## config.mk

```make
export PLATFORM = sky130hd
export DESIGN_NAME = sdram_seq_ctrl
export DESIGN_NICKNAME = d
export VERILOG_FILES = /design/src/rtl/sdram_seq_pkg.sv /design/src/rtl/sdr_addr_split.sv /design/src/rtl/sdr_refresh_timer.sv /design/src/rtl/sdr_cmd_fsm.sv /design/src/rtl/sdr_rd_capture.sv /design/src/rtl/sdram_seq_ctrl.sv
export SDC_FILE = /design/constraint.sdc
export NUM_CORES = 1
export LEC_CHECK = 0
export CAP_MARGIN = 10
export CORE_ASPECT_RATIO = 2
export CORE_MARGIN = 1
export CORE_UTILIZATION = 50
export CTS_CLUSTER_DIAMETER = 80
export CTS_CLUSTER_SIZE = 20
export DETAILED_ROUTE_END_ITERATION = 6
export PLACE_DENSITY = 0.88
export SLEW_MARGIN = 20
export SYNTH_ARGS = -nofsm -noshare
export SYNTH_HDL_FRONTEND = slang
export SYNTH_SLANG_ARGS = --single-unit
export TNS_END_PERCENT = 1
```

## constraint.sdc

```tcl
create_clock -name clk -period 3.5 [get_ports clk]
set_input_delay 0.525 -clock clk [delete_from_list [all_inputs] [get_ports clk]]
set_output_delay 0.525 -clock clk [all_outputs]
set_load 0.1 [all_outputs]
```

## src/rtl/sdram_seq_pkg.sv

```systemverilog
package sdram_seq_pkg;

  // Pin code {cs_n, ras_n, cas_n, we_n}
  typedef enum logic [3:0] {
    CMD_LMR = 4'b0000,
    CMD_REF = 4'b0001,
    CMD_ACT = 4'b0011,
    CMD_WR  = 4'b0100,
    CMD_RD  = 4'b0101,
    CMD_NOP = 4'b0111
  } sdr_cmd_e;

  typedef enum logic [2:0] {
    ST_WAKE,
    ST_MODE,
    ST_IDLE,
    ST_ACT_WAIT,
    ST_GAP
  } sdr_state_e;

  // Mode word: reserved fields zero, write bursts follow burst length,
  // sequential order, burst length one, latency in [6:4].
  function automatic logic [11:0] mode_word(input int unsigned cas_lat);
    logic [11:0] w;
    w      = 12'b0;
    w[6:4] = cas_lat[2:0];
    return w;
  endfunction

endpackage

```

## src/rtl/sdr_addr_split.sv

```systemverilog
module sdr_addr_split #(
  parameter int BANK_W = 2,
  parameter int ROW_W  = 12,
  parameter int COL_W  = 9,
  localparam int ADDR_W = BANK_W + ROW_W + COL_W
) (
  input  logic [ADDR_W-1:0] flat_addr,
  output logic [BANK_W-1:0] bank,
  output logic [ROW_W-1:0]  row,
  output logic [COL_W-1:0]  col
);
  // bank in the top bits, column in the bottom bits
  assign bank = flat_addr[ADDR_W-1 -: BANK_W];
  assign row  = flat_addr[COL_W +: ROW_W];
  assign col  = flat_addr[COL_W-1:0];
endmodule

```

## src/rtl/sdr_refresh_timer.sv

```systemverilog
module sdr_refresh_timer #(
  parameter int REF_INTERVAL = 1560
) (
  input  logic clk,
  input  logic rst_n,
  input  logic ref_ack,
  output logic ref_pending
);
  localparam int TW = $clog2(REF_INTERVAL + 1);

  logic [TW-1:0] tick_cnt;
  logic          tick;

  assign tick = (tick_cnt == '0);

  always_ff @(posedge clk or negedge rst_n) begin
    if (!rst_n) begin
      tick_cnt <= TW'(REF_INTERVAL - 1);
    end else if (tick) begin
      tick_cnt <= TW'(REF_INTERVAL - 1);
    end else begin
      tick_cnt <= tick_cnt - 1'b1;
    end
  end

  // A new tick wins over a clear in the same cycle
  always_ff @(posedge clk or negedge rst_n) begin
    if (!rst_n) begin
      ref_pending <= 1'b0;
    end else if (tick) begin
      ref_pending <= 1'b1;
    end else if (ref_ack) begin
      ref_pending <= 1'b0;
    end
  end
endmodule

```

## src/rtl/sdr_cmd_fsm.sv

```systemverilog
module sdr_cmd_fsm
  import sdram_seq_pkg::*;
#(
  parameter int BANK_W  = 2,
  parameter int ROW_W   = 12,
  parameter int COL_W   = 9,
  parameter int DQ_W    = 16,
  parameter int T_RCD   = 2,
  parameter int T_RP    = 2,
  parameter int T_WR    = 2,
  parameter int T_RFC   = 4,
  parameter int T_MRD   = 2,
  parameter int CAS_LAT = 2
) (
  input  logic              clk,
  input  logic              rst_n,
  input  logic              ref_pending,
  output logic              ref_ack,
  input  logic              req_valid,
  output logic              req_ready,
  input  logic              req_write,
  input  logic [BANK_W-1:0] req_bank,
  input  logic [ROW_W-1:0]  req_row,
  input  logic [COL_W-1:0]  req_col,
  input  logic [DQ_W-1:0]   req_wdata,
  output sdr_cmd_e          cmd,
  output logic [BANK_W-1:0] ba,
  output logic [ROW_W-1:0]  a,
  output logic [DQ_W-1:0]   dq_out,
  output logic              dq_oe,
  output logic              cke,
  output logic              rd_issue
);
  localparam int GAP_RD  = CAS_LAT + T_RP;
  localparam int GAP_WR  = T_WR + T_RP;
  localparam int GAP_A   = (GAP_RD > GAP_WR) ? GAP_RD : GAP_WR;
  localparam int GAP_B   = (T_RFC > T_MRD) ? T_RFC : T_MRD;
  localparam int GAP_C   = (GAP_A > GAP_B) ? GAP_A : GAP_B;
  localparam int GAP_MAX = (GAP_C > T_RCD) ? GAP_C : T_RCD;
  localparam int CNT_W   = $clog2(GAP_MAX + 1);
  localparam int AP_BIT  = 10;

  sdr_state_e        state;
  logic [CNT_W-1:0]  cnt;
  logic              lat_write;
  logic [COL_W-1:0]  lat_col;
  logic [DQ_W-1:0]   lat_wdata;

  assign req_ready = (state == ST_IDLE) && !ref_pending;
  assign ref_ack   = (state == ST_IDLE) && ref_pending;

  always_ff @(posedge clk or negedge rst_n) begin
    if (!rst_n) begin
      state     <= ST_WAKE;
      cnt       <= '0;
      cmd       <= CMD_NOP;
      ba        <= '0;
      a         <= '0;
      dq_out    <= '0;
      dq_oe     <= 1'b0;
      cke       <= 1'b0;
      rd_issue  <= 1'b0;
      lat_write <= 1'b0;
      lat_col   <= '0;
      lat_wdata <= '0;
    end else begin
      cmd      <= CMD_NOP;
      dq_oe    <= 1'b0;
      rd_issue <= 1'b0;
      unique case (state)
        ST_WAKE: begin
          cke   <= 1'b1;
          state <= ST_MODE;
        end
        ST_MODE: begin
          cmd   <= CMD_LMR;
          ba    <= '0;
          a     <= ROW_W'(mode_word(CAS_LAT));
          cnt   <= CNT_W'(T_MRD - 1);
          state <= ST_GAP;
        end
        ST_IDLE: begin
          if (ref_pending) begin
            cmd   <= CMD_REF;
            cnt   <= CNT_W'(T_RFC - 1);
            state <= ST_GAP;
          end else if (req_valid) begin
            cmd       <= CMD_ACT;
            ba        <= req_bank;
            a         <= req_row;
            lat_write <= req_write;
            lat_col   <= req_col;
            lat_wdata <= req_wdata;
            cnt       <= CNT_W'(T_RCD - 1);
            state     <= ST_ACT_WAIT;
          end
        end
        ST_ACT_WAIT: begin
          if (cnt == '0) begin
            a              <= '0;
            a[COL_W-1:0]   <= lat_col;
            a[AP_BIT]      <= 1'b1;
            state          <= ST_GAP;
            if (lat_write) begin
              cmd    <= CMD_WR;
              dq_oe  <= 1'b1;
              dq_out <= lat_wdata;
              cnt    <= CNT_W'(GAP_WR - 1);
            end else begin
              cmd      <= CMD_RD;
              rd_issue <= 1'b1;
              cnt      <= CNT_W'(GAP_RD - 1);
            end
          end else begin
            cnt <= cnt - 1'b1;
          end
        end
        ST_GAP: begin
          if (cnt == '0) state <= ST_IDLE;
          else           cnt   <= cnt - 1'b1;
        end
        default: state <= ST_IDLE;
      endcase
    end
  end
endmodule

```

## src/rtl/sdr_rd_capture.sv

```systemverilog
module sdr_rd_capture #(
  parameter int CAS_LAT = 2,
  parameter int DQ_W    = 16
) (
  input  logic            clk,
  input  logic            rst_n,
  input  logic            rd_issue,
  input  logic [DQ_W-1:0] dq_in,
  output logic            rsp_valid,
  output logic [DQ_W-1:0] rsp_data
);
  logic [CAS_LAT-1:0] pipe;

  generate
    if (CAS_LAT == 1) begin : g_lat1
      always_ff @(posedge clk or negedge rst_n) begin
        if (!rst_n) pipe <= '0;
        else        pipe <= rd_issue;
      end
    end else begin : g_latn
      always_ff @(posedge clk or negedge rst_n) begin
        if (!rst_n) pipe <= '0;
        else        pipe <= {pipe[CAS_LAT-2:0], rd_issue};
      end
    end
  endgenerate

  always_ff @(posedge clk or negedge rst_n) begin
    if (!rst_n) begin
      rsp_valid <= 1'b0;
      rsp_data  <= '0;
    end else begin
      rsp_valid <= pipe[CAS_LAT-1];
      if (pipe[CAS_LAT-1]) rsp_data <= dq_in;
    end
  end
endmodule

```

## src/rtl/sdram_seq_ctrl.sv

```systemverilog
module sdram_seq_ctrl
  import sdram_seq_pkg::*;
#(
  parameter int BANK_W       = 2,
  parameter int ROW_W        = 12,
  parameter int COL_W        = 9,
  parameter int DQ_W         = 16,
  parameter int T_RCD        = 2,
  parameter int T_RP         = 2,
  parameter int T_WR         = 2,
  parameter int T_RFC        = 4,
  parameter int T_MRD        = 2,
  parameter int CAS_LAT      = 2,
  parameter int REF_INTERVAL = 1560,
  localparam int ADDR_W      = BANK_W + ROW_W + COL_W
) (
  input  logic              clk,
  input  logic              rst_n,
  input  logic              req_valid,
  output logic              req_ready,
  input  logic              req_write,
  input  logic [ADDR_W-1:0] req_addr,
  input  logic [DQ_W-1:0]   req_wdata,
  output logic              rsp_valid,
  output logic [DQ_W-1:0]   rsp_data,
  output logic              sd_cke,
  output logic              sd_cs_n,
  output logic              sd_ras_n,
  output logic              sd_cas_n,
  output logic              sd_we_n,
  output logic [BANK_W-1:0] sd_ba,
  output logic [ROW_W-1:0]  sd_a,
  output logic [DQ_W-1:0]   sd_dq_out,
  output logic              sd_dq_oe,
  input  logic [DQ_W-1:0]   sd_dq_in
);
  logic [BANK_W-1:0] req_bank;
  logic [ROW_W-1:0]  req_row;
  logic [COL_W-1:0]  req_col;
  logic              ref_pending;
  logic              ref_ack;
  logic              rd_issue;
  sdr_cmd_e          cmd;

  sdr_addr_split #(
    .BANK_W(BANK_W), .ROW_W(ROW_W), .COL_W(COL_W)
  ) u_split (
    .flat_addr(req_addr), .bank(req_bank), .row(req_row), .col(req_col)
  );

  sdr_refresh_timer #(
    .REF_INTERVAL(REF_INTERVAL)
  ) u_ref (
    .clk(clk), .rst_n(rst_n), .ref_ack(ref_ack), .ref_pending(ref_pending)
  );

  sdr_cmd_fsm #(
    .BANK_W(BANK_W), .ROW_W(ROW_W), .COL_W(COL_W), .DQ_W(DQ_W),
    .T_RCD(T_RCD), .T_RP(T_RP), .T_WR(T_WR), .T_RFC(T_RFC),
    .T_MRD(T_MRD), .CAS_LAT(CAS_LAT)
  ) u_fsm (
    .clk(clk), .rst_n(rst_n),
    .ref_pending(ref_pending), .ref_ack(ref_ack),
    .req_valid(req_valid), .req_ready(req_ready), .req_write(req_write),
    .req_bank(req_bank), .req_row(req_row), .req_col(req_col),
    .req_wdata(req_wdata),
    .cmd(cmd), .ba(sd_ba), .a(sd_a), .dq_out(sd_dq_out), .dq_oe(sd_dq_oe),
    .cke(sd_cke), .rd_issue(rd_issue)
  );

  sdr_rd_capture #(
    .CAS_LAT(CAS_LAT), .DQ_W(DQ_W)
  ) u_cap (
    .clk(clk), .rst_n(rst_n), .rd_issue(rd_issue), .dq_in(sd_dq_in),
    .rsp_valid(rsp_valid), .rsp_data(rsp_data)
  );

  assign {sd_cs_n, sd_ras_n, sd_cas_n, sd_we_n} = cmd;
endmodule

```

==> impl_results.html <==
<table>
<tr><th>Metric</th><th>Value</th></tr>
<tr><th colspan="2">Critical path</th></tr>
<tr><td>Data required, critical path</td><td>2.97 ns</td></tr>
<tr><td>Critical Path Fanout Max</td><td>16</td></tr>
<tr><td>Cell at the slowest stage of the critical path</td><td>dfrtp_1</td></tr>
<tr><td>Arr. time, crit path</td><td>2.12 ns</td></tr>
<tr><td>Crit path buf inv count</td><td>1</td></tr>
<tr><td>Register-to-register setup slack</td><td>around 1.2 ns</td></tr>
<tr><td>Worst setup path class</td><td>flip-flop to primary output</td></tr>
<tr><td>Max incr delay on CP</td><td>about 0.64 ns</td></tr>
<tr><td>Cells along the critical path</td><td>nand2_1 &gt; nor3_1 &gt; buf_4</td></tr>
<tr><td>Crit path max-delay family</td><td>simple AND/OR/NAND/NOR gates</td></tr>
<tr><td>Startpoint class of the critical path</td><td>flip-flop</td></tr>
<tr><td>Type of destination of the critical path</td><td>primary output</td></tr>
<tr><th colspan="2">Cells and area</th></tr>
<tr><td>Post-layout net count</td><td>approximately 500</td></tr>
<tr><td>Most frequent standard cell in the layout excluding fill and tap cells</td><td>clkdlybuf4s50_1</td></tr>
<tr><td>Number of antenna repair diodes</td><td>0</td></tr>
<tr><td>Area growth, synth to finish</td><td>34.97%</td></tr>
<tr><td>Final Core Density</td><td>a little over two thirds</td></tr>
<tr><td>Fraction of final layout cells sized beyond drive strength 1</td><td>25.00%</td></tr>
<tr><td>Most frequent cells in the layout</td><td>clkdlybuf4s50_1 (107), dfrtp_1 (90), mux2_2 (61)</td></tr>
<tr><th colspan="2">Yosys</th></tr>
<tr><td>Net count of the mapped netlist</td><td>roughly 400</td></tr>
<tr><td>Post-Synthesis Mean Instance Area</td><td>between 10 and 15 um2</td></tr>
<tr><td>Seq cells post-synth</td><td>a little under 100</td></tr>
<tr><td>Proportion of synthesized chip area in sequential cells</td><td>between 50 and 60%</td></tr>
<tr><td>Synth warn</td><td>0</td></tr>
<tr><td>Post-synth top flop</td><td>dfrtp_1</td></tr>
<tr><td>Simple logic cell fraction of the synthesized area</td><td>under 10%</td></tr>
<tr><td>Synth Cell Area</td><td>roughly 4200 um2</td></tr>
<tr><td>Gate count after technology mapping</td><td>between 300 and 400</td></tr>
<tr><td>Mux contribution to synthesized area</td><td>a little over a fifth</td></tr>
<tr><td>Area share of fa/ha/maj cells after synthesis</td><td>around 1.2%</td></tr>
<tr><td>Dominant combinational cell family by area after synthesis</td><td>multiplexers</td></tr>
<tr><td>Post-synth cell types</td><td>48</td></tr>
<tr><td>Fraction of the mapped netlist area in compound gates</td><td>~6.5%</td></tr>
<tr><td>Post-synthesis share of cell area spent on xor and xnor gates</td><td>less than 1%</td></tr>
<tr><td>Async SR Flop Fraction</td><td>100.0%</td></tr>
<tr><td>EDFF count, synth</td><td>0</td></tr>
<tr><th colspan="2">Clocking</th></tr>
<tr><td>Buffers inserted during post-CTS setup optimization</td><td>0</td></tr>
<tr><td>TritonCTS clock tree</td><td>done</td></tr>
<tr><td>Hold buffer count at cts</td><td>0</td></tr>
<tr><td>Cts bufs inserted</td><td>9</td></tr>
<tr><td>Master cell of the clock root buffer</td><td>clkbuf_16</td></tr>
<tr><td>CTS sink cnt</td><td>a little under 100</td></tr>
<tr><td>Clock transition at the registers of the reported paths</td><td>approximately 0.06 ns</td></tr>
<tr><td>Number of gates resized after cts</td><td>0</td></tr>
<tr><td>Insertion delay to the later sink of the worst-skew pair</td><td>0.34 ns</td></tr>
<tr><td>Bufs on Longest Clock Path</td><td>2</td></tr>
<tr><td>Count of H-tree levels built during CTS</td><td>3</td></tr>
<tr><th colspan="2">GRT</th></tr>
<tr><td>Global-route total usage across every layer</td><td>between 20% and 30%</td></tr>
<tr><td>First-pass GRT wire length</td><td>around 15000 um</td></tr>
<tr><td>Number of antenna violations at the first check in global routing</td><td>0</td></tr>
<tr><td>Overflow left after global routing</td><td>0</td></tr>
<tr><td>Vias in the first global route</td><td>about 3200</td></tr>
<tr><td>Maximum number of pins on one net before global-route repair</td><td>57</td></tr>
<tr><th colspan="2">Route</th></tr>
<tr><td>Number of vias in the routed layout</td><td>just under 3000</td></tr>
<tr><td>Total wire length after detailed routing</td><td>9040 um</td></tr>
<tr><td>First-pass iteration count of the detailed router</td><td>4</td></tr>
<tr><td>Final routed wire length divided by cell count</td><td>roughly 17 um</td></tr>
<tr><td>Detailed-route vias per instance</td><td>~5.4</td></tr>
<tr><td>Post-route DRC violation count</td><td>0</td></tr>
<tr><td>Residual antenna-violating net count after detailed routing</td><td>0</td></tr>
<tr><td>Iteration-0 DRC count of the detailed router</td><td>166</td></tr>
<tr><th colspan="2">Timing</th></tr>
<tr><td>Max Clock Skew</td><td>between 0.007 and 0.008 ns</td></tr>
<tr><td>Worst path setup slack after routing</td><td>around 0.85 ns</td></tr>
<tr><td>Remaining max-slew budget at the tightest pin</td><td>just over 30%</td></tr>
<tr><td>Setup repair after global routing missed its margin</td><td>false</td></tr>
<tr><td>Share of the clock period used by the worst path after layout</td><td>about three quarters</td></tr>
<tr><td>Aggregate negative setup slack</td><td>0 ns</td></tr>
<tr><td>Transition time at the pin with the least slew margin</td><td>a little over 1 ns</td></tr>
<tr><td>Time the worst path needs with I/O delays and setup</td><td>2.646 ns</td></tr>
<tr><td>Worst hold slack</td><td>0.2185 ns</td></tr>
<tr><td>Final slew viol count</td><td>0</td></tr>
<tr><td>Final setup violating endpoints</td><td>0</td></tr>
<tr><td>Final count of hold timing violations</td><td>0</td></tr>
<tr><td>Maximum clock rate</td><td>377.9 MHz</td></tr>
<tr><th colspan="2">Place</th></tr>
<tr><td>Count of buffers from port buffering</td><td>between 100 and 150</td></tr>
<tr><td>Pre-CTS setup slack</td><td>~1.1 ns</td></tr>
<tr><td>Detailed Place HPWL</td><td>about 6800 um</td></tr>
<tr><td>Routability congestion estimate</td><td>between 0.8 and 0.9</td></tr>
<tr><th colspan="2">Floorplan</th></tr>
<tr><td>Die outline height</td><td>about 130 um</td></tr>
<tr><td>Placeable core region</td><td>between 8000 and 9000 um2</td></tr>
<tr><td>Initial cell density of the core</td><td>51.58%</td></tr>
<tr><td>X dimension of the die</td><td>67.17 um</td></tr>
<tr><td>Io pins</td><td>113</td></tr>
<tr><td>Rows</td><td>47</td></tr>
<tr><td>DIE AREA</td><td>roughly 8900 um2</td></tr>
<tr><th colspan="2">Job</th></tr>
<tr><td>Max Cap Violations</td><td>0</td></tr>
<tr><th colspan="2">Outcome</th></tr>
<tr><td>Status</td><td>complete, no violations</td></tr>
<tr><th colspan="2">Min path</th></tr>
<tr><td>Worst hold path class</td><td>input port to asynchronous set/reset pin</td></tr>
</table>
==> metrics by stage <==
step	instance area, um2	instances
2_1_floorplan	4247	329
3_3_place_gp	5414	526
3_5_place_dp	5414	526
4_1_cts	5732	542
5_1_grt	5732	542
6_report	5732	542
==> final timing paths <==
| kind | from | endpoint | depth (start not counted) |
|---|---|---|---|
| max | u_fsm.state[1]$_DFFE_PN0P_ | req_ready | 3 |
| min | rst_n | u_cap.rsp_data[1]$_DFFE_PN0P_ | 1 |
| max reg2reg | u_fsm.state[0]$_DFFE_PN0P_ | u_fsm.a[0]$_DFFE_PN0P_ | 4 |
| min reg2reg | u_cap.pipe[0]$_DFF_PN0_ | u_cap.pipe[1]$_DFF_PN0_ | 0 |
| max in group asynchronous | rst_n | u_ref.tick_cnt[9]$_DFF_PN1_ | 2 |
| min in group clk | u_cap.pipe[0]$_DFF_PN0_ | u_cap.pipe[1]$_DFF_PN0_ | 0 |
==> synthesized netlist by cell type (2+ instances only) <==
master,count,area [um2]
a21o_1,4,30.03
a21oi_1,11,55.05
a31oi_1,3,18.77
a32o_1,2,20.02
buf_2,6,30.03
buf_6,2,22.52
clkbuf_1,6,22.52
dfrtp_1,90,2252
dfstp_2,9,236.5
ha_1,4,50.05
inv_1,11,41.29
mux2_2,61,686.9
mux2_4,7,105.1
mux2i_1,10,100.1
nand2_1,22,82.58
nand2b_1,2,12.51
nand2b_4,2,27.53
nand3_1,4,20.02
nor2_1,23,86.33
nor2b_1,2,12.51
nor3_1,4,20.02
nor4_1,2,12.51
o21a_1,2,15.01
o21ai_0,13,65.06
o22ai_1,2,12.51
xnor2_1,3,26.28
==> registers in the layout (all words and copies together) (netlist names), 2 cells and up <==
register,flops
u_cap.rsp_data,16
u_fsm.cmd,3
u_fsm.a,12
u_fsm.cnt,3
u_fsm.ba,2
u_fsm.lat_col,9
u_fsm.state,3
u_cap.pipe,2
u_ref.tick_cnt,11
u_fsm.dq_out,16
u_fsm.lat_wdata,16
==> kinds of logic (layout without fill, tap and decap cells) <==
| family | count (synthesis) | in the layout |
|---|---|---|
| AOI/OAI and AO/OA | 44 | 44 |
| other | 1 | 1 |
| buffers and inverters | 27 | 142 |
| DFF | 99 | 99 |
| muxes | 79 | 79 |
| adders and majority gates | 4 | 4 |
| and+or+nand+nor | 72 | 72 |
| xor gates and xnor gates | 3 | 3 |
==> layer usage <==
| layer | share of wire (%) | up-vias | GRT usage [%] |
|---|---|---|---|
| li1 | - | 1357 | - |
| met1 | 35 | 1433 | 22.18 |
| met2 | 56 | 118 | 40.61 |
| met3 | 5.9 | 21 | 6.401 |
| met4 | 3.3 | 0 | 10.99 |
| met5 | 0 | - | 0 |
==> final cells by class <==
type	count	area, um2
Tap cell	98	122.6
Clock buffer	10	229.0
Clock inverter	6	88.84
Sequential cell	99	2489
Inverter	11	41.29
Multi-Input combinational cell	203	1630
Fill cell	579	2501
Timing Repair Buffer	115	1131
Power is left out: the tool's default activity adds up to more than one toggle a clock period on the data nets, which glitch-free logic cannot reach.
